===== src/rtl/rdpri_arb_pkg.sv =====
package rdpri_arb_pkg;

  typedef enum logic [1:0] {
    ST_IDLE  = 2'd0,
    ST_READ  = 2'd1,
    ST_WRITE = 2'd2
  } arb_state_e;

  // progress level at which a waiting read may cancel a write
  function automatic int unsigned abort_level(int unsigned wr_lat, int unsigned pct);
    return (wr_lat * pct) / 100;
  endfunction

  // cancel window: at or above the level, and not in the final write cycle
  function automatic logic in_abort_window(int unsigned prog, int unsigned level,
                                           int unsigned wr_lat);
    return (prog >= level) && (prog < wr_lat - 1);
  endfunction

endpackage


===== src/rtl/rdpri_wbuf.sv =====
module rdpri_wbuf #(
  parameter int AW    = 8,
  parameter int DW    = 16,
  parameter int DEPTH = 4
) (
  input  logic          clk,
  input  logic          rst_n,
  input  logic          push,
  input  logic [AW-1:0] push_addr,
  input  logic [DW-1:0] push_data,
  input  logic          pop,
  output logic [AW-1:0] head_addr,
  output logic [DW-1:0] head_data,
  output logic          empty,
  output logic          full
);
  localparam int PTRW = (DEPTH > 1) ? $clog2(DEPTH) : 1;
  localparam int CNTW = $clog2(DEPTH + 1);
  localparam logic [CNTW-1:0] FULL_V = CNTW'(DEPTH);
  localparam logic [PTRW-1:0] LAST_V = PTRW'(DEPTH - 1);

  logic [AW-1:0]   addr_q [DEPTH];
  logic [DW-1:0]   data_q [DEPTH];
  logic [PTRW-1:0] rd_ptr, wr_ptr;
  logic [CNTW-1:0] count;

  assign empty     = (count == '0);
  assign full      = (count == FULL_V);
  assign head_addr = addr_q[rd_ptr];
  assign head_data = data_q[rd_ptr];

  always_ff @(posedge clk) begin
    if (push) begin
      addr_q[wr_ptr] <= push_addr;
      data_q[wr_ptr] <= push_data;
    end
  end

  always_ff @(posedge clk) begin
    if (!rst_n) begin
      rd_ptr <= '0;
      wr_ptr <= '0;
      count  <= '0;
    end else begin
      if (push) wr_ptr <= (wr_ptr == LAST_V) ? '0 : wr_ptr + 1'b1;
      if (pop)  rd_ptr <= (rd_ptr == LAST_V) ? '0 : rd_ptr + 1'b1;
      case ({push, pop})
        2'b10:   count <= count + 1'b1;
        2'b01:   count <= count - 1'b1;
        default: count <= count;
      endcase
    end
  end
endmodule


===== src/rtl/rdpri_timer.sv =====
module rdpri_timer #(
  parameter int PW = 4
) (
  input  logic          clk,
  input  logic          rst_n,
  input  logic          start,
  input  logic          run,
  output logic [PW-1:0] prog
);
  always_ff @(posedge clk) begin
    if (!rst_n)     prog <= '0;
    else if (start) prog <= '0;
    else if (run)   prog <= prog + 1'b1;
  end
endmodule


===== src/rtl/rdpri_ctrl.sv =====
module rdpri_ctrl
  import rdpri_arb_pkg::*;
#(
  parameter int RD_LAT    = 2,
  parameter int WR_LAT    = 10,
  parameter int ABORT_PCT = 50,
  parameter int PW        = 4
) (
  input  logic          clk,
  input  logic          rst_n,
  input  logic          rd_valid,
  input  logic          buf_empty,
  input  logic          buf_full,
  input  logic [PW-1:0] prog,
  output logic          issue_rd,
  output logic          issue_wr,
  output logic          cancel,
  output logic          rd_done,
  output logic          wr_done,
  output logic          busy
);
  localparam int unsigned LEVEL = abort_level(WR_LAT, ABORT_PCT);
  localparam logic [PW-1:0] RD_LAST = PW'(RD_LAT - 1);
  localparam logic [PW-1:0] WR_LAST = PW'(WR_LAT - 1);

  arb_state_e st, st_nx;

  assign busy     = (st != ST_IDLE);
  assign issue_rd = (st == ST_IDLE) && rd_valid;
  assign issue_wr = (st == ST_IDLE) && !rd_valid && !buf_empty;
  assign rd_done  = (st == ST_READ) && (prog == RD_LAST);
  assign wr_done  = (st == ST_WRITE) && (prog == WR_LAST);
  assign cancel   = (st == ST_WRITE) && rd_valid && !buf_full &&
                    in_abort_window(int'(prog), LEVEL, WR_LAT);

  always_comb begin
    st_nx = st;
    unique case (st)
      ST_IDLE:  if (issue_rd) st_nx = ST_READ;
                else if (issue_wr) st_nx = ST_WRITE;
      ST_READ:  if (rd_done) st_nx = ST_IDLE;
      ST_WRITE: if (wr_done || cancel) st_nx = ST_IDLE;
      default:  st_nx = ST_IDLE;
    endcase
  end

  always_ff @(posedge clk) begin
    if (!rst_n) st <= ST_IDLE;
    else        st <= st_nx;
  end
endmodule


===== src/rtl/rdpri_wr_arbiter.sv =====
module rdpri_wr_arbiter
  import rdpri_arb_pkg::*;
#(
  parameter int AW        = 8,
  parameter int DW        = 16,
  parameter int RD_LAT    = 2,
  parameter int WR_LAT    = 10,
  parameter int ABORT_PCT = 50,
  parameter int WB_DEPTH  = 4,
  parameter int CNT_W     = 16
) (
  input  logic             clk,
  input  logic             rst_n,
  input  logic             rd_valid,
  input  logic [AW-1:0]    rd_addr,
  output logic             rd_ready,
  input  logic             wr_valid,
  input  logic [AW-1:0]    wr_addr,
  input  logic [DW-1:0]    wr_data,
  output logic             wr_ready,
  output logic             arr_cmd_valid,
  output logic             arr_cmd_write,
  output logic [AW-1:0]    arr_cmd_addr,
  output logic [DW-1:0]    arr_cmd_data,
  output logic             arr_cancel,
  output logic             done_valid,
  output logic             done_write,
  output logic [CNT_W-1:0] abort_count
);
  localparam int MAX_LAT  = (WR_LAT > RD_LAT) ? WR_LAT : RD_LAT;
  localparam int PW       = (MAX_LAT > 1) ? $clog2(MAX_LAT) : 1;
  localparam int ABORT_TH = int'(abort_level(WR_LAT, ABORT_PCT));

  // named internal events
  logic          buf_push, buf_empty, buf_full;
  logic          ev_issue_rd, ev_issue_wr, ev_cancel, ev_rd_done, ev_wr_done, ev_busy;
  logic [AW-1:0] head_addr;
  logic [DW-1:0] head_data;
  logic [PW-1:0] wr_prog;

  assign wr_ready = !buf_full;
  assign buf_push = wr_valid && !buf_full;
  assign rd_ready = !ev_busy;

  rdpri_wbuf #(.AW(AW), .DW(DW), .DEPTH(WB_DEPTH)) u_wbuf (
    .clk(clk), .rst_n(rst_n),
    .push(buf_push), .push_addr(wr_addr), .push_data(wr_data),
    .pop(ev_wr_done),
    .head_addr(head_addr), .head_data(head_data),
    .empty(buf_empty), .full(buf_full)
  );

  rdpri_timer #(.PW(PW)) u_timer (
    .clk(clk), .rst_n(rst_n),
    .start(ev_issue_rd || ev_issue_wr), .run(ev_busy),
    .prog(wr_prog)
  );

  rdpri_ctrl #(.RD_LAT(RD_LAT), .WR_LAT(WR_LAT), .ABORT_PCT(ABORT_PCT), .PW(PW)) u_ctrl (
    .clk(clk), .rst_n(rst_n),
    .rd_valid(rd_valid), .buf_empty(buf_empty), .buf_full(buf_full),
    .prog(wr_prog),
    .issue_rd(ev_issue_rd), .issue_wr(ev_issue_wr), .cancel(ev_cancel),
    .rd_done(ev_rd_done), .wr_done(ev_wr_done), .busy(ev_busy)
  );

  assign arr_cmd_valid = ev_issue_rd || ev_issue_wr;
  assign arr_cmd_write = ev_issue_wr;
  assign arr_cmd_addr  = ev_issue_wr ? head_addr : rd_addr;
  assign arr_cmd_data  = ev_issue_wr ? head_data : '0;
  assign arr_cancel    = ev_cancel;
  assign done_valid    = ev_rd_done || ev_wr_done;
  assign done_write    = ev_wr_done;

  always_ff @(posedge clk) begin
    if (!rst_n)         abort_count <= '0;
    else if (ev_cancel) abort_count <= abort_count + 1'b1;
  end
endmodule


===== config.mk =====
export PLATFORM = sky130hd
export DESIGN_NAME = rdpri_wr_arbiter
export DESIGN_NICKNAME = d
export VERILOG_FILES = /design/src/rtl/rdpri_arb_pkg.sv /design/src/rtl/rdpri_wbuf.sv /design/src/rtl/rdpri_timer.sv /design/src/rtl/rdpri_ctrl.sv /design/src/rtl/rdpri_wr_arbiter.sv
export SDC_FILE = /design/constraint.sdc
export NUM_CORES = 1
export LEC_CHECK = 0
export ABC_AREA = 1
export BUFFER_PORTS_ARGS = -buffer_cell sky130_fd_sc_hd__buf_4
export CAP_MARGIN = 10
export CORE_MARGIN = 2
export CORE_UTILIZATION = 45
export DETAILED_ROUTE_END_ITERATION = 8
export PLACE_DENSITY = 0.76
export RECOVER_POWER = 50
export SLEW_MARGIN = 20
export SYNTH_ARGS = -nofsm -noshare
export SYNTH_HDL_FRONTEND = slang
export SYNTH_SLANG_ARGS = --single-unit

===== constraint.sdc =====
create_clock -name clk -period 2 [get_ports clk]
set_clock_uncertainty 0.05 [all_clocks]
set_input_delay 0.1 -clock clk [delete_from_list [all_inputs] [get_ports clk]]
set_output_delay 0.1 -clock clk [all_outputs]
set_load 0.05 [all_outputs]

[After elaboration in Yosys (flattened, before gate mapping)]
Memories as Yosys holds them, arrays and structs flattened. A register that Yosys moved wholly into a read port is not among the register bits.
Index checks and enable logic that the tools add are counted.
Widths: inputs -> output; s select.
Storage, ports and cells
  bits in writable memories: 96
  memories kept: 2
  logic and storage cells: 68
  output and inout bits: 47
  flip-flop bits (word level): 29
Memories
  u_wbuf.data_q: depth 4, width 16, read ports 1, clocked after Yosys merged registers in 1, wr ports 1, RTL line rdpri_wbuf.sv:23  | logic [DW-1:0] data_q [DEPTH];
  u_wbuf.addr_q: depth 4, width 8, read ports 1, clocked after Yosys merged registers in 1, wr ports 1, RTL line rdpri_wbuf.sv:22  | logic [AW-1:0] addr_q [DEPTH];
Cells by class
  reductions and logical operators: 23
  add/sub/neg operators: 6
  eq/ne operators: 12
  bitwise gates (word level): 1
  order comparisons: 2
  multiplexer cells: 16
Operator list (count)
  $mux 2: 10
  $add 16x1->16 const B: 1
  $mux 16: 1
  $logic_and 1x1->1: 10
  $eq 2x2->1 const B: 4
  $mux 8: 1
  $pmux 2 s3: 1
  $pmux 3 s2: 1
  $add 2x1->2 const B: 2
  $add 4x1->4 const B: 1
  $eq 2x1->1 const B: 2
  $eq 4x1->1 const B: 1
  $eq 4x4->1 const B: 1
  $ge 4x3->1 const B: 1
  $logic_not 1->1: 4
  $lt 4x4->1 const B: 1
  $ne 2x2->1 const B: 2
  $reduce_bool 2->1: 2
  $add 3x1->3 const B: 1
  $eq 3x3->1 const B: 1
  $logic_not 3->1: 1
  $logic_or 1x1->1: 3
  $ne 3x3->1 const B: 1
  $reduce_and 3->1: 1
  other kinds (5): 6

[Logic depth before layout (Yosys ltp)]
Gate-level depths: netlist of the first run.
  depth in word-level cells: 7
  gate-level depth with buffers: 12
  depth with buffers taken out: 12

[Hierarchy]
From an unflattened synthesis of the first run, not the netlist that was laid out.
Second synthesis, totals
  cells, all modules: 535
  area total of the unflattened synthesis: 5639.2 µm²
Modules (own cells, without submodules)
  rdpri_wbuf: area an instance 4186.5 µm², cells each 292, instances 1
  rdpri_wr_arbiter: area an instance 1072.3 µm², cells each 182, instances 1
  rdpri_ctrl: area an instance 210.2 µm², cells each 38, instances 1
  rdpri_timer: area an instance 170.2 µm², cells each 23, instances 1

[Worst setup path after synthesis of the first run]
OpenSTA, ideal clock, no wires.
  path type: register to register
  start point: register u_wbuf.count[1]
  end point: memory u_wbuf.addr_q[0][0] (enable)
  cell stages (with the launch flop): 5
  setup slack: -670 ps
  path buffers: 0
  clock period less this slack: 2670 ps
  arrival time: 2215 ps
  cells stage by stage: dfxtp_1 -> inv_1 -> nand3_1 -> nand2_1 -> nor2_1
On the way
  longest elaborated chain between the ends: 5
Ends and longest elaborated chain
  start: declaration: RTL line rdpri_wbuf.sv:25  | logic [CNTW-1:0] count;
  start signal: assignment: RTL line rdpri_wbuf.sv:48  | 2'b10: count <= count + 1'b1;
  start signal: assignment: RTL line rdpri_wbuf.sv:49  | 2'b01: count <= count - 1'b1;
  start signal: assignment: RTL line rdpri_wbuf.sv:50  | default: count <= count;
  $eq 3x3->1: RTL line rdpri_wbuf.sv:28  | assign full = (count == FULL_V);
  $logic_not 1->1
  net wr_ready: RTL line rdpri_wr_arbiter.sv:20  | output logic wr_ready,
  $logic_and 1x1->1: RTL line rdpri_wr_arbiter.sv:42  | assign buf_push = wr_valid && !buf_full;
  $mux 1: RTL line rdpri_wbuf.sv:33  | if (push) begin
  $mux 1 (implied by the code): RTL line rdpri_wbuf.sv:34  | addr_q[wr_ptr] <= push_addr;
  end: declaration: RTL line rdpri_wbuf.sv:22
The timed path passes the listed nets, and every way through them passes these cells.

[Final worst setup path of the first run]
  start point: register u_ctrl.st[0]
  end point: output arr_cmd_data[13]
On the way
  longest elaborated chain between the ends: 4
Ends and longest elaborated chain
  start: declaration: RTL line rdpri_ctrl.sv:26  | arb_state_e st, st_nx;
  start signal: assignment: RTL line rdpri_ctrl.sv:49  | else st <= st_nx;
  $logic_not 2->1: RTL line rdpri_ctrl.sv:30  | assign issue_wr = (st == ST_IDLE) && !rd_valid && !buf_empty;
  $logic_and 1x1->1 (2 in a row): RTL line rdpri_ctrl.sv:30
  $mux 16: RTL line rdpri_wr_arbiter.sv:70  | assign arr_cmd_data = ev_issue_wr ? head_data : '0;
  end: declaration: RTL line rdpri_wr_arbiter.sv:24  | output logic [DW-1:0] arr_cmd_data,
No other way between the ends.

==> metrics, run 1 <==
DR DRC count=0; clk sinks=127; Syn Area/Cell=10.0 sq um; total CTS buffers=17; CP Launch Type=register; max_cap viols=0; largest net degree at the start of global routing=25; Tmin final=between 2 and 2.5 ns; synth top area cells=edfxtp_1 (53%), dfxtp_1 (11%), nor2_1 (9.5%), o21ai_0 (5.5%), nand2_1 (4.8%); Yosys reg bits=127; Worst setup endpoint=arr_cmd_data[13]; fin util=between 60% and 70%; IO Count=between 80 and 90; top cell type's share of synthesized area=52.7%; Vias=4488; post-place setup slack=-0.108 ns; WL final=14100 microns; leading area contributor after synthesis=edfxtp_1; Vias per Instance=5.27; final hold viol count=0; Final Non-Filler Cells=852; # rows=40; Critical R2R Launch=u_timer.prog[1]; P_leak=2.83 nW; Final HPWL DP=7680 microns; diode count=0; htree depth=4; area of placed instances=6460 sq um; Mapped Nets=~600; setup TNS=-0.302 ns; Slew @ Worst Pin=0.588 ns; fin crit share=103%; failing checks=negative setup slack; die height=114 microns; Synth Instances=545; crit path kind=register to output port; Worst slew margin=roughly 61%; Max Slew Vio Count=0; gr ovfl total=0; Hold Path Class=input pin to register; Die X=114 microns; critical path required time=approximately 1.9 ns; status=finished with violations; Post-Syn Area=5470 sq um; root buffer selected by CTS=clkbuf_16; share of cells above drive strength 1=26.4%; peak supply drop=0.449 mV; Yosys cell types=28; RSZ-0062 raised after global routing=true; post-route cell area=7750 sq um; number of port buffers=about 80; register area share after synthesis=64.1%; vias in the first global route=about 4400; WL/cell=between 15 and 20 microns; slack of the critical path=-0.0502 ns; area grow syn2layout=41.7%; WP data arrival=1.90 ns; dpl cells=774; nets=739; antenna violations before repair=0; global-route wire length before repair=21000 microns; number of DRC markers in iteration 0=454; Total GRT Usage=21.1%; Min Hold Slack=slightly above 0.1 ns; CTS Buffer Depth=2; Clock Pin Slew Worst Setup and Hold Paths=0.06 ns; drt pass-1 iters=5; R2R depth=11; Synth warnings=0; R2R Setup Slk=0.09 ns; crit path from=u_ctrl.st[0]; Final Power=6.91 mW; worst-path fanout max=19; core area=12000 sq um; ANT nets after route=0; final-report setup violation count=20; initial core utilization=45.7%; Setup crit end kind=output port; Power Density=around 890 nW/um^2; Final GP Congestion=just under 0.8; Skew-Pair Late Insertion Delay=0.41 ns; achievable frequency=488 MHz; R2R Path End=u_wbuf.count[2]; Die ar.=~13000 sq um; CTS tree=yes
[registers in the layout (all words and copies together) (netlist names), named ones only]
signal,count
abort_count,16
u_ctrl.st,2
u_timer.prog,4
u_wbuf.addr_q,32
u_wbuf.count,3
u_wbuf.data_q,64
u_wbuf.rd_ptr,2
u_wbuf.wr_ptr,2
[cells by family after synthesis]
family / after synthesis / synth area share, %
AND/OR/NAND/NOR: 233 / 17.1
flip-flops: 127 / 64.1
AO/OA/AOI/OAI: 110 / 10.4
buffers and inverters: 56 / 4.51
adder cells (fa/ha/maj): 11 / 2.65
XOR/XNOR: 8 / 1.28
[worst max-delay path, stage by stage, from the launching register on]
cell,delay [ns]
dfxtp_2,0.33
buf_6,0.12
nor2_4,0.10
inv_4,0.05
nor3_4,0.20
buf_6,0.15
buf_12,0.11
inv_16,0.06
a21oi_4,0.16
buf_6,0.18
[where the power goes]
group,leakage (nW),internal [mW],switching [mW]
logic,1.41,0.325,0.500
clock network,0.286,1.96,1.14
registers,1.13,2.95,0.0349
[worst min path at each step]
stage	end	cells after the start	from	slack, ns
after floorplan	u_wbuf.addr_q[0][0]	0	wr_addr[0]	0.15
after global placement	u_wbuf.data_q[2][4]	1	wr_data[4]	0.25
after detailed placement	u_wbuf.data_q[3][4]	1	wr_data[4]	0.25
after CTS	u_wbuf.wr_ptr[1]	4	wr_valid	0.1
after global routing	u_wbuf.wr_ptr[0]	4	wr_valid	0.12
final	u_wbuf.wr_ptr[1]	4	wr_valid	0.10
[metal layers]
layer	vias to the layer above	part of all wire, %	global-route usage, %	routed length [microns]
li1	2150	-	-	-
met1	2152	41	24.8	5810
met2	160	51	36.6	7240
met3	26	5.6	5.35	789
met4	0	1.8	9.43	258
met5	-	0	0	0
[final cells by class]
cell class              count  area, sq um
fillers                   862         4210
flip-flops and latches    127         3510
multi-input cells         362         1990
repair buffers            149         1310
clock buffers              19          433
well taps                 147          184
clock inverters            13          163
inverters                  34          156
repair inverters            1         7.51
[repair_timing]
action	4_1_cts	5_1_grt
hold buffers	26	0
resized for setup	41	54
pin swaps	3	4
hold endpoints to repair	105	0
cloned	2	0
setup endpoints to repair	26	27
setup buffers	15	3
[cells in the mapped netlist]
cell	n
buf_4	2
a21oi_1	41
nand4_1	6
fa_1	1
inv_2	3
a31oi_2	1
o21ai_0	60
nor2_1	139
nor3_1	2
nand2_1	70
buf_6	3
ha_1	10
dfxtp_1	31
edfxtp_1	96
clkinv_1	1
xnor2_1	2
nor2_4	1
nor3_4	1
buf_1	1
buf_2	3
nand3_1	13
a31oi_1	7
nor3_2	1
clkbuf_1	13
inv_4	1
inv_1	29
xor2_1	6
a211oi_1	1
[placed cells by master (no fill, tap or decap), drive strengths merged]
cell type | synthesis | final
dlygate4sd3 | 0 | 26
ha | 10 | 10
bufinv | 0 | 3
nor2 | 140 | 140
xor2 | 6 | 6
dfxtp | 31 | 31
xnor2 | 2 | 2
a21oi | 41 | 41
clkinv | 1 | 6
o21ai | 60 | 60
fa | 1 | 1
buf | 9 | 94
nor3 | 4 | 4
a211oi | 1 | 1
inv | 33 | 34
clkinvlp | 0 | 5
nand3 | 13 | 13
a31oi | 8 | 8
edfxtp | 96 | 96
nand2 | 70 | 70
clkbuf | 13 | 48
nand4 | 6 | 6
No activity file was read; power rests on OpenSTA's default activity.
==> run 2: changes to the inputs <==
--- a/config.mk
+++ b/config.mk
@@ -8,10 +8,12 @@
 export ABC_AREA = 1
 export BUFFER_PORTS_ARGS = -buffer_cell sky130_fd_sc_hd__buf_4
 export CAP_MARGIN = 10
-export CORE_MARGIN = 2
-export CORE_UTILIZATION = 45
+export CELL_PAD_IN_SITES_DETAIL_PLACEMENT = 1
+export CELL_PAD_IN_SITES_GLOBAL_PLACEMENT = 1
+export CORE_UTILIZATION = 40
+export CTS_CLUSTER_DIAMETER = 30
 export DETAILED_ROUTE_END_ITERATION = 8
-export PLACE_DENSITY = 0.76
+export PLACE_DENSITY = 0.84
 export RECOVER_POWER = 50
 export SLEW_MARGIN = 20
 export SYNTH_ARGS = -nofsm -noshare
==> run 2 against run 1 <==
  * The flow still finishes with violations (negative setup slack)
  * Final cell count rose by 3.3%
  * Utilization fell by 6.0 points
  * Global-route usage up 2.9 points
  * Die area rose by 8.4%
  * Largest cell class unchanged
==> metrics, run 2 (synthesized netlist as in run 1, its figures left out) <==
Min Hold Slack=0.0684 ns (-0.0346 ns); highest metal used=met4; Setup crit end kind=output port; R2R depth=11 (unchanged); worst hold start=rd_valid; drt pass-1 iters=4 (-1); Vias=4579 (+2.0%); Tmin final=2.12 ns (+0.0700 ns); vias in the first global route=4989 (+13%); achievable frequency=472 MHz (-3.3%); slack of the critical path=-0.120 ns (-0.0700 ns); IO Count=83 (unchanged); final hold viol count=0 (unchanged); global-route wire length before repair=25600 microns (+22%); die height=119 microns (+4.1%); crit path kind=register to output port; final-report setup violation count=25 (+25%); antenna violations before repair=0 (unchanged); max_cap viols=0 (unchanged); Vias per Instance=5.20 (-1.2%); biggest regs=u_wbuf.data_q x64, u_wbuf.addr_q x32, abort_count x16; proportion of power drawn by combinational gates=12.8% (+0.9 points); most frequent cells in the layout=nor2_1 (127), edfxtp_1 (96), nand2_1 (67), buf_4 (56), o21ai_0 (51); gr ovfl total=0 (unchanged); CTS tree=yes; Worst slew margin=60.5% (-0.44 points); Max Slew Vio Count=0 (unchanged); area of placed instances=6500 sq um (+0.58%); WL final=17100 microns (+21%); Final GP Congestion=0.802 (+3.3%); RSZ-0062 raised after global routing=true; met1 WL=6440 microns (+11%); post-place setup slack=-0.104 ns (+0.00422 ns); P_leak=2.83 nW (-0.13%); fin crit share=106% (+3.5 points); R2R Setup Slk=0.10 ns (about the same); sequential share of power=43.4% (+0.2 points); core area=13300 sq um (+11%); crit path from=u_ctrl.st[1]; clk sinks=127 (unchanged); Skew-Pair Late Insertion Delay=0.41 ns (about the same); Final Power=6.88 mW (-0.42%); initial core utilization=41.1% (-4.6 points); metal2 WL=9590 microns (+32%); Hold Path Class=input pin to register; Biggest register=u_wbuf.data_q; WP data arrival=1.97 ns (+0.07 ns); Switching Fraction=24.2% (+0.042 points); WL/cell=19.4 microns (+17%); diode count=0 (unchanged); number of port buffers=82 (unchanged); htree depth=4 (unchanged); ANT nets after route=0 (unchanged); failing checks=negative setup slack; post-route cell area=7810 sq um (+0.82%); filler cell count=1451 (+68%); Internal Power=5.21 mW (-0.47%); commonest non-fill, non-tap cell in the layout=nor2_1; Die X=119 microns (+4.1%); peak supply drop=0.543 mV (+21%); Die ar.=14100 sq um (+8.4%); root buffer selected by CTS=clkbuf_16; critical path required time=1.85 ns (about the same); Final HPWL DP=9570 microns (+25%); max FFs per register=64 (unchanged); area grow syn2layout=42.9%; clock share of power=43.8% (-1.1 points); switching power=1.67 mW (-0.25%); status=finished with violations; largest net degree at the start of global routing=25 (unchanged); Power Density=881 nW/um^2 (-1.2%); nets=738 (-0.14%); Clock Pin Slew Worst Setup and Hold Paths=0.05 ns (about the same); total CTS buffers=17 (unchanged); CP Launch Type=register; DR DRC count=0 (unchanged); routed wire length on met3=679 microns (-14%); share of cells above drive strength 1=26.4% (+0.037 points); worst-path fanout max=8 (-11); Slew @ Worst Pin=0.595 ns (+0.00663 ns); Final Non-Filler Cells=880 (+3.3%); dpl cells=803 (+3.7%); Total GRT Usage=24.0% (+2.9 points); number of DRC markers in iteration 0=225 (-50%); CTS Buffer Depth=2 (unchanged); Worst Hold Path Cells=3 (-1); Critical R2R Launch=u_ctrl.st[1]; # rows=42 (+5.0%)
==> run 2: cell count changes in the layout (fill, tap and decap cells not counted), moves of 3 or more <==
cell      before  now
a31oi_4        1    4
o21ai_1        3    7
clkinv_2       2    5
o21ai_0       57   51
inv_6          3    0
a31oi_2        7    4
==> run 2: final timing paths <==
kind                endpoint
max          arr_cmd_addr[2]
min             u_ctrl.st[0]
max reg2reg  u_wbuf.count[2]
min reg2reg  abort_count[15]
==> run 2: through the flow <==
| step | util, % | TNS (ns) |
|---|---|---|
| floorplan | - | -3.97 |
| global placement | 48.9 | 0 |
| detailed placement | 48.9 | -0.104 |
| CTS | 57.2 | -0.221 |
| global route | 58.8 | -3.88 |
| finish | 58.8 | -2.16 |
==> run 2: layer usage <==
metal | vias to the layer above | global-route usage, %
li1 | 2151 | -
met1 | 2280 | 26.7
met2 | 124 | 45.1
met3 | 24 | 4.60
met4 | 0 | 9.10
met5 | - | 0
==> run 2: power groups by stage <==
stage | Sequential, mW | Combinational (mW) | Clock [mW]
after floorplan | 3.03 | 0.389 | 0
after global placement | 3.03 | 0.632 | 0
after detailed placement | 3.04 | 0.659 | 0
after CTS | 2.99 | 0.796 | 3.05
after global routing | 2.99 | 0.929 | 3.16
final | 2.99 | 0.882 | 3.01
==> run 2: critical path, cell delays in order, from the launching register on <==
cell and delay [ns]:
dfxtp_2 0.33, buf_6 0.11, nor2_4 0.13, inv_4 0.05, nor3_4 0.23, buf_6 0.16
buf_12 0.14, nor2_2 0.06, a31oi_2 0.17, buf_6 0.18
==> run 2: layout make-up <==
cell class                 count  area (sq um)  area share (%)
clock buffer                  18           429            5.49
clock inverter                14           149            1.91
inverter                      34           156            2.00
multi-input combinational    362          2050            26.2
sequential                   127          3510            45.0
tap                          176           220            2.82
timing repair buffer         149          1290            16.6
==> run 2: what timing repair did <==
| action | CTS | global route |
|---|---|---|
| setup buffers | 12 | 8 |
| hold buffers | 25 | 0 |
| endpoints found under the setup margin | 27 | 27 |
| gates cloned | 1 | 0 |
| hold endpoints to repair | 104 | 0 |
| gates resized for setup | 48 | 66 |
| pin swaps | 2 | 7 |
==> run 3: changes to the inputs <==
--- a/config.mk
+++ b/config.mk
@@ -8,12 +8,10 @@
 export ABC_AREA = 1
 export BUFFER_PORTS_ARGS = -buffer_cell sky130_fd_sc_hd__buf_4
 export CAP_MARGIN = 10
-export CELL_PAD_IN_SITES_DETAIL_PLACEMENT = 1
-export CELL_PAD_IN_SITES_GLOBAL_PLACEMENT = 1
-export CORE_UTILIZATION = 40
+export CORE_UTILIZATION = 45
 export CTS_CLUSTER_DIAMETER = 30
 export DETAILED_ROUTE_END_ITERATION = 8
-export PLACE_DENSITY = 0.84
+export PLACE_DENSITY = 0.76
 export RECOVER_POWER = 50
 export SLEW_MARGIN = 20
 export SYNTH_ARGS = -nofsm -noshare
==> run 3 against run 2 <==
  * The run ends with design-rule violations, negative setup slack left
  * Worst hold slack improved by 0.060 ns
  * Count of clock-buffer cells in the layout stayed put
  * Via count decreased by 2.2%
  * Non-clock buffer count rose by 1
  * First-iteration DRC count is 47% higher
==> metrics, run 3 (synthesized netlist as in run 1, its figures left out) <==
number of port buffers=82 (unchanged); CP delay by family, top=buffers and inverters; largest net degree at the start of global routing=41 (+64%); root buffer selected by CTS=clkbuf_16; IO Count=83 (unchanged); Min Hold Slack=0.129 ns (+0.0603 ns); CTS Buffer Depth=2 (unchanged); global-route wire length before repair=20900 microns (-18%); Final Power=6.59 mW (-4.2%); Internal Power=4.96 mW (-4.9%); RSZ-0062 raised after global routing=true; core area=11600 sq um (-13%); sequential share of power=45.2% (+1.8 points); peak supply drop=0.532 mV (-1.9%); Final GP Congestion=0.865 (+7.8%); slack of the critical path=-0.00441 ns (+0.116 ns); Final Non-Filler Cells=849 (-3.5%); WP data arrival=1.85 ns (-0.12 ns); Clock Pin Slew Worst Setup and Hold Paths=0.06 ns (about the same); diode count=0 (unchanged); htree depth=4 (unchanged); Crit path largest cell delay=0.32 ns (about the same); status=finished with violations; CP dominant cell by count=buf_6; final-report setup violation count=2 (-92%); Switching Fraction=24.8% (+0.54 points); worst-path fanout max=8 (unchanged); final hold viol count=0 (unchanged); CP max-delay cell=dfxtp_2; Hold Path Class=input pin to register; crit path kind=register to output port; max FFs per register=64 (unchanged); post-route cell area=7600 sq um (-2.7%); switching power=1.63 mW (-2.1%); drt pass-1 iters=8 (+4); biggest regs=u_wbuf.data_q x64, u_wbuf.addr_q x32, abort_count x16; area of placed instances=6450 sq um (-0.75%); DR DRC count=4 (+4); Biggest register=u_wbuf.data_q; commonest non-fill, non-tap cell in the layout=nor2_1; Skew-Pair Late Insertion Delay=0.41 ns (about the same); max_cap viols=0 (unchanged); clock share of power=42.6% (-1.2 points); Die X=112 microns (-5.6%); most frequent cells in the layout=nor2_1 (127), edfxtp_1 (96), nand2_1 (68), o21ai_0 (51), buf_4 (48); nets=740 (+0.27%); Setup crit end kind=output port; proportion of power drawn by combinational gates=12.2% (-0.6 points); WL final=13400 microns (-21%); total CTS buffers=17 (unchanged); Die ar.=12600 sq um (-11%); CP bufs+invs=5 (unchanged); CP Launch Type=register; vias in the first global route=4419 (-11%); failing checks=design-rule violations, negative setup slack; ANT nets after route=0 (unchanged); Worst slew margin=59.6% (-0.93 points); die height=112 microns (-5.6%); Slew @ Worst Pin=0.609 ns (+0.0139 ns); WL/cell=15.8 microns (-18%); # rows=39 (-7.1%); initial core utilization=47.1% (+6.0 points); clk sinks=127 (unchanged); antenna violations before repair=0 (unchanged); P_leak=2.74 nW (-3.1%); Max Slew Vio Count=0 (unchanged); Final HPWL DP=7450 microns (-22%); Vias=4477 (-2.2%); fin crit share=100% (-5.8 points); area grow syn2layout=39.0%; achievable frequency=499 MHz (+5.8%); Vias per Instance=5.27 (+1.3%); gr ovfl total=0 (unchanged); Tmin final=2.00 ns (-0.116 ns); Power Density=867 nW/um^2 (-1.6%); dpl cells=769 (-4.2%); share of cells above drive strength 1=23.4% (-3.0 points); number of DRC markers in iteration 0=330 (+47%); critical path required time=1.85 ns (about the same); critical-path cell list=buf_6, nor2_4, inv_4, nor3_4, buf_6, buf_12, nor2_2, a31oi_2, buf_6; Total GRT Usage=21.6% (-2.4 points); CTS tree=yes
[run 3: changes by cell type in the layout (fill, tap and decap cells not counted), moves of 3 or more]
cell | previous run | this run
a21oi_1 | 24 | 28
a21oi_2 | 5 | 2
buf_4 | 56 | 48
buf_8 | 4 | 0
clkbuf_1 | 30 | 44
inv_6 | 0 | 3
[run 3: power groups by stage]
stage                     Clock, mW  Sequential (mW)  Combinational (mW)
final                          2.81             2.98               0.803
after global routing           2.97             2.99               0.855
after CTS                      2.83             2.98               0.767
after detailed placement          0             3.03               0.638
after global placement            0             3.02               0.623
after floorplan                   0             3.03               0.389
[run 3: what timing repair did]
action | CTS | global route
cloned | 2 | 1
setup endpoints to repair | 26 | 27
hold buffers | 26 | 0
gates resized for setup | 45 | 48
pin swaps | 3 | 2
hold endpoints to repair | 105 | 0
setup buffers | 16 | 3
[run 3: tightest hold or removal path: stages]
cell and delay (ns):
buf_4 0.11, nand2_2 0.07, buf_4 0.17, a21oi_1 0.08
[run 3: stage by stage]
step,setup TNS [ns],util (%),worst slack [ns]
2_1_floorplan,-3.97,-,-0.288
3_3_place_gp,0,55.5,0.00510
3_5_place_dp,-0.0605,55.5,-0.0605
4_1_cts,-0.211,64.8,-0.0338
5_1_grt,-1.10,65.4,-0.0993
6_report,-0.00761,65.4,-0.00441
[run 3: final cells by class]
type	count	area, sq um
repair inverters	1	7.51
clock buffers	18	429
flip-flops and latches	127	3510
well taps	143	179
inverters	34	148
clock inverters	14	116
fillers	868	4010
repair buffers	150	1220
multi-input cells	362	1990
[run 3: path summary, 6_finish.rpt]
path	startpoint	to	slack, ns	cells past startpoint
worst min-delay path	wr_valid	u_wbuf.wr_ptr[1]	0.13	4
worst max register to register	u_ctrl.st[1]	u_wbuf.count[2]	0.03	11
worst max-delay path	u_ctrl.st[1]	arr_cmd_addr[2]	-0.004	9
worst min register to register	u_wbuf.rd_ptr[1]	register	0.46	2
[run 3: routing by layer]
metal | GRT usage (%) | routed length (microns) | vias up
met3 | 4.05 | 594 | 23
met1 | 25.0 | 5670 | 2162
met4 | 9.51 | 280 | 0
met5 | 0 | 0 | -
met2 | 39.2 | 6890 | 137
li1 | - | - | 2155
